<file path="src/rtl/t1sf_pkg.sv">
package t1sf_pkg;

  localparam int FRAME_W = 5;

  typedef enum logic [1:0] {
    SLOT_ALIGN = 2'd0,
    SLOT_CRC   = 2'd1,
    SLOT_LINK  = 2'd2
  } esf_slot_e;

  // D4: odd frames walk 1,0,1,0,1,0; even frames walk 0,0,1,1,1,0
  function automatic logic d4_fbit(input logic [FRAME_W-1:0] f);
    logic [FRAME_W-1:0] k;
    if (f[0]) begin
      k = (f - FRAME_W'(1)) >> 1;
      return ~k[0];
    end
    k = (f >> 1) - FRAME_W'(1);
    return (k >= FRAME_W'(2)) && (k <= FRAME_W'(4));
  endfunction

  // ESF alignment pattern in frames 4k, k=1..6: 0,0,1,0,1,1
  function automatic logic esf_align_bit(input logic [FRAME_W-1:0] f);
    logic [FRAME_W-1:0] k;
    k = (f >> 2) - FRAME_W'(1);
    return (k == FRAME_W'(2)) || (k == FRAME_W'(4)) || (k == FRAME_W'(5));
  endfunction

  function automatic esf_slot_e esf_slot(input logic [FRAME_W-1:0] f);
    if (f[0]) return SLOT_LINK;
    if (f[1]) return SLOT_CRC;
    return SLOT_ALIGN;
  endfunction

endpackage

</file>
<file path="src/rtl/t1sf_bit_ctr.sv">
module t1sf_bit_ctr #(
  parameter int BITS = 193,
  localparam int BW  = $clog2(BITS)
) (
  input  logic          clk,
  input  logic          rst_n,
  output logic [BW-1:0] bit_cnt,
  output logic          frame_end
);

  localparam logic [BW-1:0] LAST = BW'(BITS - 1);

  assign frame_end = (bit_cnt == LAST);

  always_ff @(posedge clk or negedge rst_n) begin
    if (!rst_n)         bit_cnt <= '0;
    else if (frame_end) bit_cnt <= '0;
    else                bit_cnt <= bit_cnt + BW'(1);
  end

  AST_BIT_STEP: assert property (@(posedge clk) disable iff (!rst_n)
    !frame_end |=> bit_cnt == $past(bit_cnt) + BW'(1));
  AST_BIT_WRAP: assert property (@(posedge clk) disable iff (!rst_n)
    frame_end |=> bit_cnt == '0);

endmodule

</file>
<file path="src/rtl/t1sf_frame_ctr.sv">
module t1sf_frame_ctr #(
  parameter int D4_N  = 12,
  parameter int ESF_N = 24,
  parameter int FW    = 5
) (
  input  logic          clk,
  input  logic          rst_n,
  input  logic          esf_mode,
  input  logic          align_n,
  input  logic          frame_end,
  output logic [FW-1:0] frame_cnt,
  output logic          next_is_odd
);

  logic          align_q;
  logic          pend;
  logic          align_fall;
  logic          align_req;
  logic [FW-1:0] limit;
  logic [FW-1:0] next_frame;

  assign align_fall  = align_q & ~align_n;
  assign align_req   = pend | align_fall;
  assign limit       = esf_mode ? FW'(ESF_N) : FW'(D4_N);
  assign next_frame  = (align_req || frame_cnt >= limit) ? FW'(1)
                                                        : frame_cnt + FW'(1);
  assign next_is_odd = next_frame[0];

  always_ff @(posedge clk or negedge rst_n) begin
    if (!rst_n) begin
      align_q   <= 1'b1;
      pend      <= 1'b0;
      frame_cnt <= FW'(1);
    end else begin
      align_q <= align_n;
      if (frame_end) begin
        frame_cnt <= next_frame;
        pend      <= 1'b0;
      end else begin
        pend      <= align_req;
      end
    end
  end

  AST_FRAME_HOLD: assert property (@(posedge clk) disable iff (!rst_n)
    !frame_end |=> $stable(frame_cnt));
  AST_FRAME_STEP: assert property (@(posedge clk) disable iff (!rst_n)
    frame_end && !align_req && frame_cnt < limit
      |=> frame_cnt == $past(frame_cnt) + FW'(1));
  AST_FRAME_RANGE: assert property (@(posedge clk) disable iff (!rst_n)
    frame_cnt != '0 && frame_cnt <= FW'(ESF_N));
  AST_ALIGN_TAKES: assert property (@(posedge clk) disable iff (!rst_n)
    frame_end && align_req |=> frame_cnt == FW'(1));

endmodule

</file>
<file path="src/rtl/t1sf_dl_port.sv">
module t1sf_dl_port (
  input  logic clk,
  input  logic rst_n,
  input  logic esf_mode,
  input  logic frame_end,
  input  logic next_is_odd,
  input  logic dl_in,
  output logic dl_clk,
  output logic dl_hold
);

  assign dl_clk = esf_mode & frame_end & next_is_odd;

  always_ff @(posedge clk or negedge rst_n) begin
    if (!rst_n)      dl_hold <= 1'b0;
    else if (dl_clk) dl_hold <= dl_in;
  end

  AST_DL_CAPTURE: assert property (@(posedge clk) disable iff (!rst_n)
    dl_clk |=> dl_hold == $past(dl_in));
  AST_DL_KEEP: assert property (@(posedge clk) disable iff (!rst_n)
    !dl_clk |=> $stable(dl_hold));

endmodule

</file>
<file path="src/rtl/t1_sf_timer.sv">
module t1_sf_timer
  import t1sf_pkg::*;
#(
  parameter int BITS_PER_FRAME = 193,
  parameter int D4_FRAMES      = 12,
  parameter int ESF_FRAMES     = 24,
  localparam int BW            = $clog2(BITS_PER_FRAME),
  localparam int HALF          = (BITS_PER_FRAME + 1) / 2
) (
  input  logic               clk,
  input  logic               rst_n,
  input  logic               esf_mode,
  input  logic               sf_align_n,
  input  logic               payload_bit,
  input  logic               crc_bit,
  input  logic               dl_bit,
  output logic               line_bit,
  output logic               dl_clk,
  output logic               frame_clk,
  output logic               sf_start,
  output logic [BW-1:0]      bit_no,
  output logic [FRAME_W-1:0] frame_no
);

  logic       frame_end;
  logic       next_is_odd;
  logic       dl_hold;
  logic       fbit;
  logic       at_fbit;
  esf_slot_e  slot;

  t1sf_bit_ctr #(.BITS(BITS_PER_FRAME)) u_bits (
    .clk       (clk),
    .rst_n     (rst_n),
    .bit_cnt   (bit_no),
    .frame_end (frame_end)
  );

  t1sf_frame_ctr #(.D4_N(D4_FRAMES), .ESF_N(ESF_FRAMES), .FW(FRAME_W)) u_frames (
    .clk         (clk),
    .rst_n       (rst_n),
    .esf_mode    (esf_mode),
    .align_n     (sf_align_n),
    .frame_end   (frame_end),
    .frame_cnt   (frame_no),
    .next_is_odd (next_is_odd)
  );

  t1sf_dl_port u_link (
    .clk         (clk),
    .rst_n       (rst_n),
    .esf_mode    (esf_mode),
    .frame_end   (frame_end),
    .next_is_odd (next_is_odd),
    .dl_in       (dl_bit),
    .dl_clk      (dl_clk),
    .dl_hold     (dl_hold)
  );

  assign slot    = esf_slot(frame_no);
  assign at_fbit = (bit_no == '0);

  always_comb begin
    if (!esf_mode) begin
      fbit = d4_fbit(frame_no);
    end else begin
      unique case (slot)
        SLOT_ALIGN: fbit = esf_align_bit(frame_no);
        SLOT_CRC:   fbit = crc_bit;
        default:    fbit = dl_hold;
      endcase
    end
  end

  assign line_bit  = at_fbit ? fbit : payload_bit;
  assign frame_clk = (bit_no < BW'(HALF));
  assign sf_start  = at_fbit && (frame_no == FRAME_W'(1));

  AST_SF_PULSE: assert property (@(posedge clk) disable iff (!rst_n)
    sf_start |=> !sf_start);
  AST_FCLK_RISE: assert property (@(posedge clk) disable iff (!rst_n)
    $rose(frame_clk) |-> bit_no == '0);
  AST_SF_FROM_WRAP: assert property (@(posedge clk) disable iff (!rst_n)
    sf_start |-> $past(frame_end) || $past(!rst_n));

endmodule

</file>
<file path="config.mk">
export PLATFORM = sky130hd
export DESIGN_NAME = t1_sf_timer
export DESIGN_NICKNAME = d
export VERILOG_FILES = /design/src/rtl/t1sf_pkg.sv /design/src/rtl/t1sf_bit_ctr.sv /design/src/rtl/t1sf_frame_ctr.sv /design/src/rtl/t1sf_dl_port.sv /design/src/rtl/t1_sf_timer.sv
export SDC_FILE = /design/constraint.sdc
export NUM_CORES = 1
export LEC_CHECK = 0
export CAP_MARGIN = 40
export CORE_MARGIN = 4
export CORE_UTILIZATION = 52
export DETAILED_ROUTE_END_ITERATION = 12
export PLACE_DENSITY = 0.83
export SLEW_MARGIN = 20
export SYNTH_ARGS = -nofsm -noshare
export SYNTH_HDL_FRONTEND = slang
export SYNTH_SLANG_ARGS = --single-unit
</file>
<file path="constraint.sdc">
create_clock -name clk -period 7 [get_ports clk]
set_clock_uncertainty 0.1 [all_clocks]
set_input_delay 1.4 -clock clk [delete_from_list [all_inputs] [get_ports clk]]
set_output_delay 1.4 -clock clk [all_outputs]
set_load 0.05 [all_outputs]
</file>
==> flow_metrics.tcl <==
set metrics [dict create \
    hold_violations 0 \
    multi_input_comb_area_um2 582 \
    final-seq-area_um2 403 \
    crit_slowest_cell "clkdlybuf4s50_1" \
    cts_buffers 3 \
    worstPathRequired_ns 5.50 \
    floorplan.rows 15 \
    cts_hold_buf 0 \
    die_w_um 52.7 \
    post_synth_instance_area_um2 1040 \
    crit_path_time_final_ns 5.24 \
    cts_resizes 0 \
    critical_path_arrival_ns 3.74 \
    synthDistinctLibCells 34 \
    critical_path_class "input pin to output pin" \
    worst_ir_drop_vdd_mv 0.127 \
    crit_path_max_fanout 5 \
    crit_path_max_incr_delay_ns 0.80 \
    syn2layout_area_growth_pct 27.2 \
    average_instance_area_after_synthesis_um2 9.55 \
    gr-total-overflow 0 \
    route.detailed.vias_per_inst 5.43 \
    die-area_um2 2780 \
    swShare_pct 20.5 \
    grt_setup_unrepaired "no" \
    drive_gt1_share_pct 7.58 \
    cts-htree-levels 1 \
    final_antenna_net_count 0 \
    relSlewSlack_pct 53.1 \
    core-area_um2 1800 \
    grt_first_pass_wirelength_um 4020 \
    worst_hold_path_type "flop to flop" \
    cts.path.max_buffers 2 \
    fraction_of_the_yosys_area_taken_by_sequential_cells_pct 38.7 \
    most-common-layout-cells "clkdlybuf4s50_1 (23), dfrtp_1 (14), inv_1 (11), nor2_1 (11), ha_1 (11)" \
    leakagePower_nw 0.605 \
    drt-pass1-iter-count 4 \
    port-buffer-count 23 \
    drc_errors 0 \
    instances_no_fill 157 \
    detailroute.via_count 853 \
    grt_pass1_vias 845 \
    antenna_violations_before_repair 0 \
    path_common_cell "clkdlybuf4s50_1" \
    nNetsFinal 151 \
    globalplace.congestion 0.787 \
    clock-sinks 16 \
    yosysWarningCount 0 \
    layout.cells.most_common "clkdlybuf4s50_1" \
    setup_violations 0 \
    max-cap-violations 0 \
    ioPinCount 24 \
    path_delay_family "buffers and inverters" \
    synthCells 109 \
    worst_path_cell_chain "clkdlybuf4s50_1 -> inv_1 -> ha_1 -> a21boi_0 -> o2111ai_1 -> o211a_1 -> clkdlybuf4s50_1" \
    post_cts_buffers 0 \
    slew_at_the_pin_closest_to_its_max_slew_limit_ns 0.701 \
    fin_setup_tns_ns 0 \
    seq_power_share_pct 57.3 \
    clk_pin_slew_ns 0.08 \
    die_y_um 52.7 \
    drt-initial-drc-count 14 \
    place_hpwl_um 1690 \
    drv_slew 0 \
    fmax_mhz 191 \
    syn-num-nets 127 \
    tritoncts "yes" \
    detail_route.wl_per_cell_um 14.4 \
    net-switching-power_w 0.0000333 \
    comb_power_share_pct 5.7 \
    post-route-period-util_pct 74.9 \
    cp-end-kind "output pin" \
    critPathBufInv 3 \
    global_route.usage.total_pct 20.0 \
    num_antenna_cells 0 \
    power_density_over_the_cells_nw_per_um2 123 \
    worst_setup_path_start_kind "input pin" \
    layout.filler_cells 141 \
    floorplan.initialDensity_pct 57.8 \
    outcome "completed" \
    grt_max_degree 17 \
    synth.ff_latch_count 16 \
    clockRootBuffer "clkbuf_4" \
    routed_wirelength_um 2270 \
    dpl.cell_count 153 \
    worst_skew_pair.late_latency_ns 0.29 \
    cell_internal_pwr_w 0.000129 \
    share_clk_of_total_power_pct 37.0 \
]
-- power groups by stage --
stage	combinational [W]	sequential, W	clock, W
finish	0.00000928	0.0000930	0.0000601
global route	0.0000103	0.0000930	0.0000672
floorplan	0.00000292	0.0000948	0
global placement	0.00000906	0.0000948	0
CTS	0.00000952	0.0000930	0.0000640
detailed placement	0.00000940	0.0000948	0
-- registers in the layout (all words and copies together) (netlist names) --
name,cells
u_frames.align_q,1
u_frames.pend,1
u_bits.bit_cnt,8
u_frames.frame_cnt,5
u_link.dl_hold,1
-- through the flow --
step / area [um2] / utilization (%) / setup WS [ns] / total power, W / hold WS (ns)
finish: 1320 / 73.5 / 1.76 / 0.000162 / 0.413
global route: 1320 / 73.5 / 1.62 / 0.000171 / 0.438
CTS: 1320 / 73.5 / 1.77 / 0.000166 / 0.423
detailed placement: 1290 / 71.5 / 1.78 / 0.000104 / 0.400
global placement: 1290 / 71.5 / 1.83 / 0.000104 / 0.394
floorplan: 1040 / - / 2.23 / 0.0000977 / 0.381
-- synthesized netlist by cell type --
cell	count	area share, %
a31oi_1	2	1.2
o2111ai_1	1	0.84
ha_1	11	13
a211oi_1	2	1.4
a22o_1	5	4.2
and4_1	1	0.84
buf_1	1	0.36
nor3b_1	1	0.72
and3_1	3	1.8
o31ai_1	1	0.72
nand3_1	3	1.4
o211a_1	1	0.96
nand2b_1	2	1.2
nor4_1	2	1.2
o41ai_1	2	1.7
mux2_2	1	1.1
inv_1	11	4.0
nand2_1	3	1.1
clkbuf_1	3	1.1
o21ai_0	4	1.9
nor3_1	1	0.48
dfrtp_1	14	34
xor2_1	3	2.5
or4b_4	1	1.3
a21oi_1	6	2.9
nor3_4	1	1.6
and2_1	1	0.60
a21boi_0	1	0.72
or3_1	1	0.60
nor2_1	11	4.0
dfstp_2	2	5.0
nor2b_1	2	1.2
xnor2_1	4	3.4
or4_4	1	1.1
-- layout make-up --
class                   instances  area share [%]
inverters                      11            3.12
repair buffers                 23            17.4
clock buffers                   4            2.74
flip-flops and latches         16            30.4
well taps                      25            2.36
multi-input cells              78            44.0
-- routing by layer --
layer  up-vias  GRT usage [%]  part of all wire, %
met3         5           3.70                  3.6
met1       397           27.8                   47
met5         -              0                    0
met4         0           7.66                  2.0
li1        433              -                    -
met2        18           30.6                   48
-- cell families (layout without fill, tap and decap cells) --
kind of cell,Yosys count,after routing,synth area share [%]
muxes,1,1,1.08
and+or+nand+nor,34,34,19.1
adders and majority gates,11,11,13.2
xor gates and xnor gates,7,7,5.89
AOI/OAI and AO/OA,25,25,16.6
DFF,16,16,38.7
buffers and inverters,15,38,5.41
-- worst paths after layout --
kind,from,to,slack [ns],depth (start not counted)
min reg2reg,u_bits.bit_cnt[0],u_bits.bit_cnt[0],0.41,1
min in group asynchronous,rst_n,u_frames.frame_cnt[1],1.42,1
max in group asynchronous,rst_n,u_frames.frame_cnt[2],4.93,1
max,esf_mode,dl_clk,1.76,7
max reg2reg,u_bits.bit_cnt[0],u_link.dl_hold,4.72,6
min,u_bits.bit_cnt[0],u_bits.bit_cnt[0],0.41,1
No activity file was read; power rests on OpenSTA's default activity.
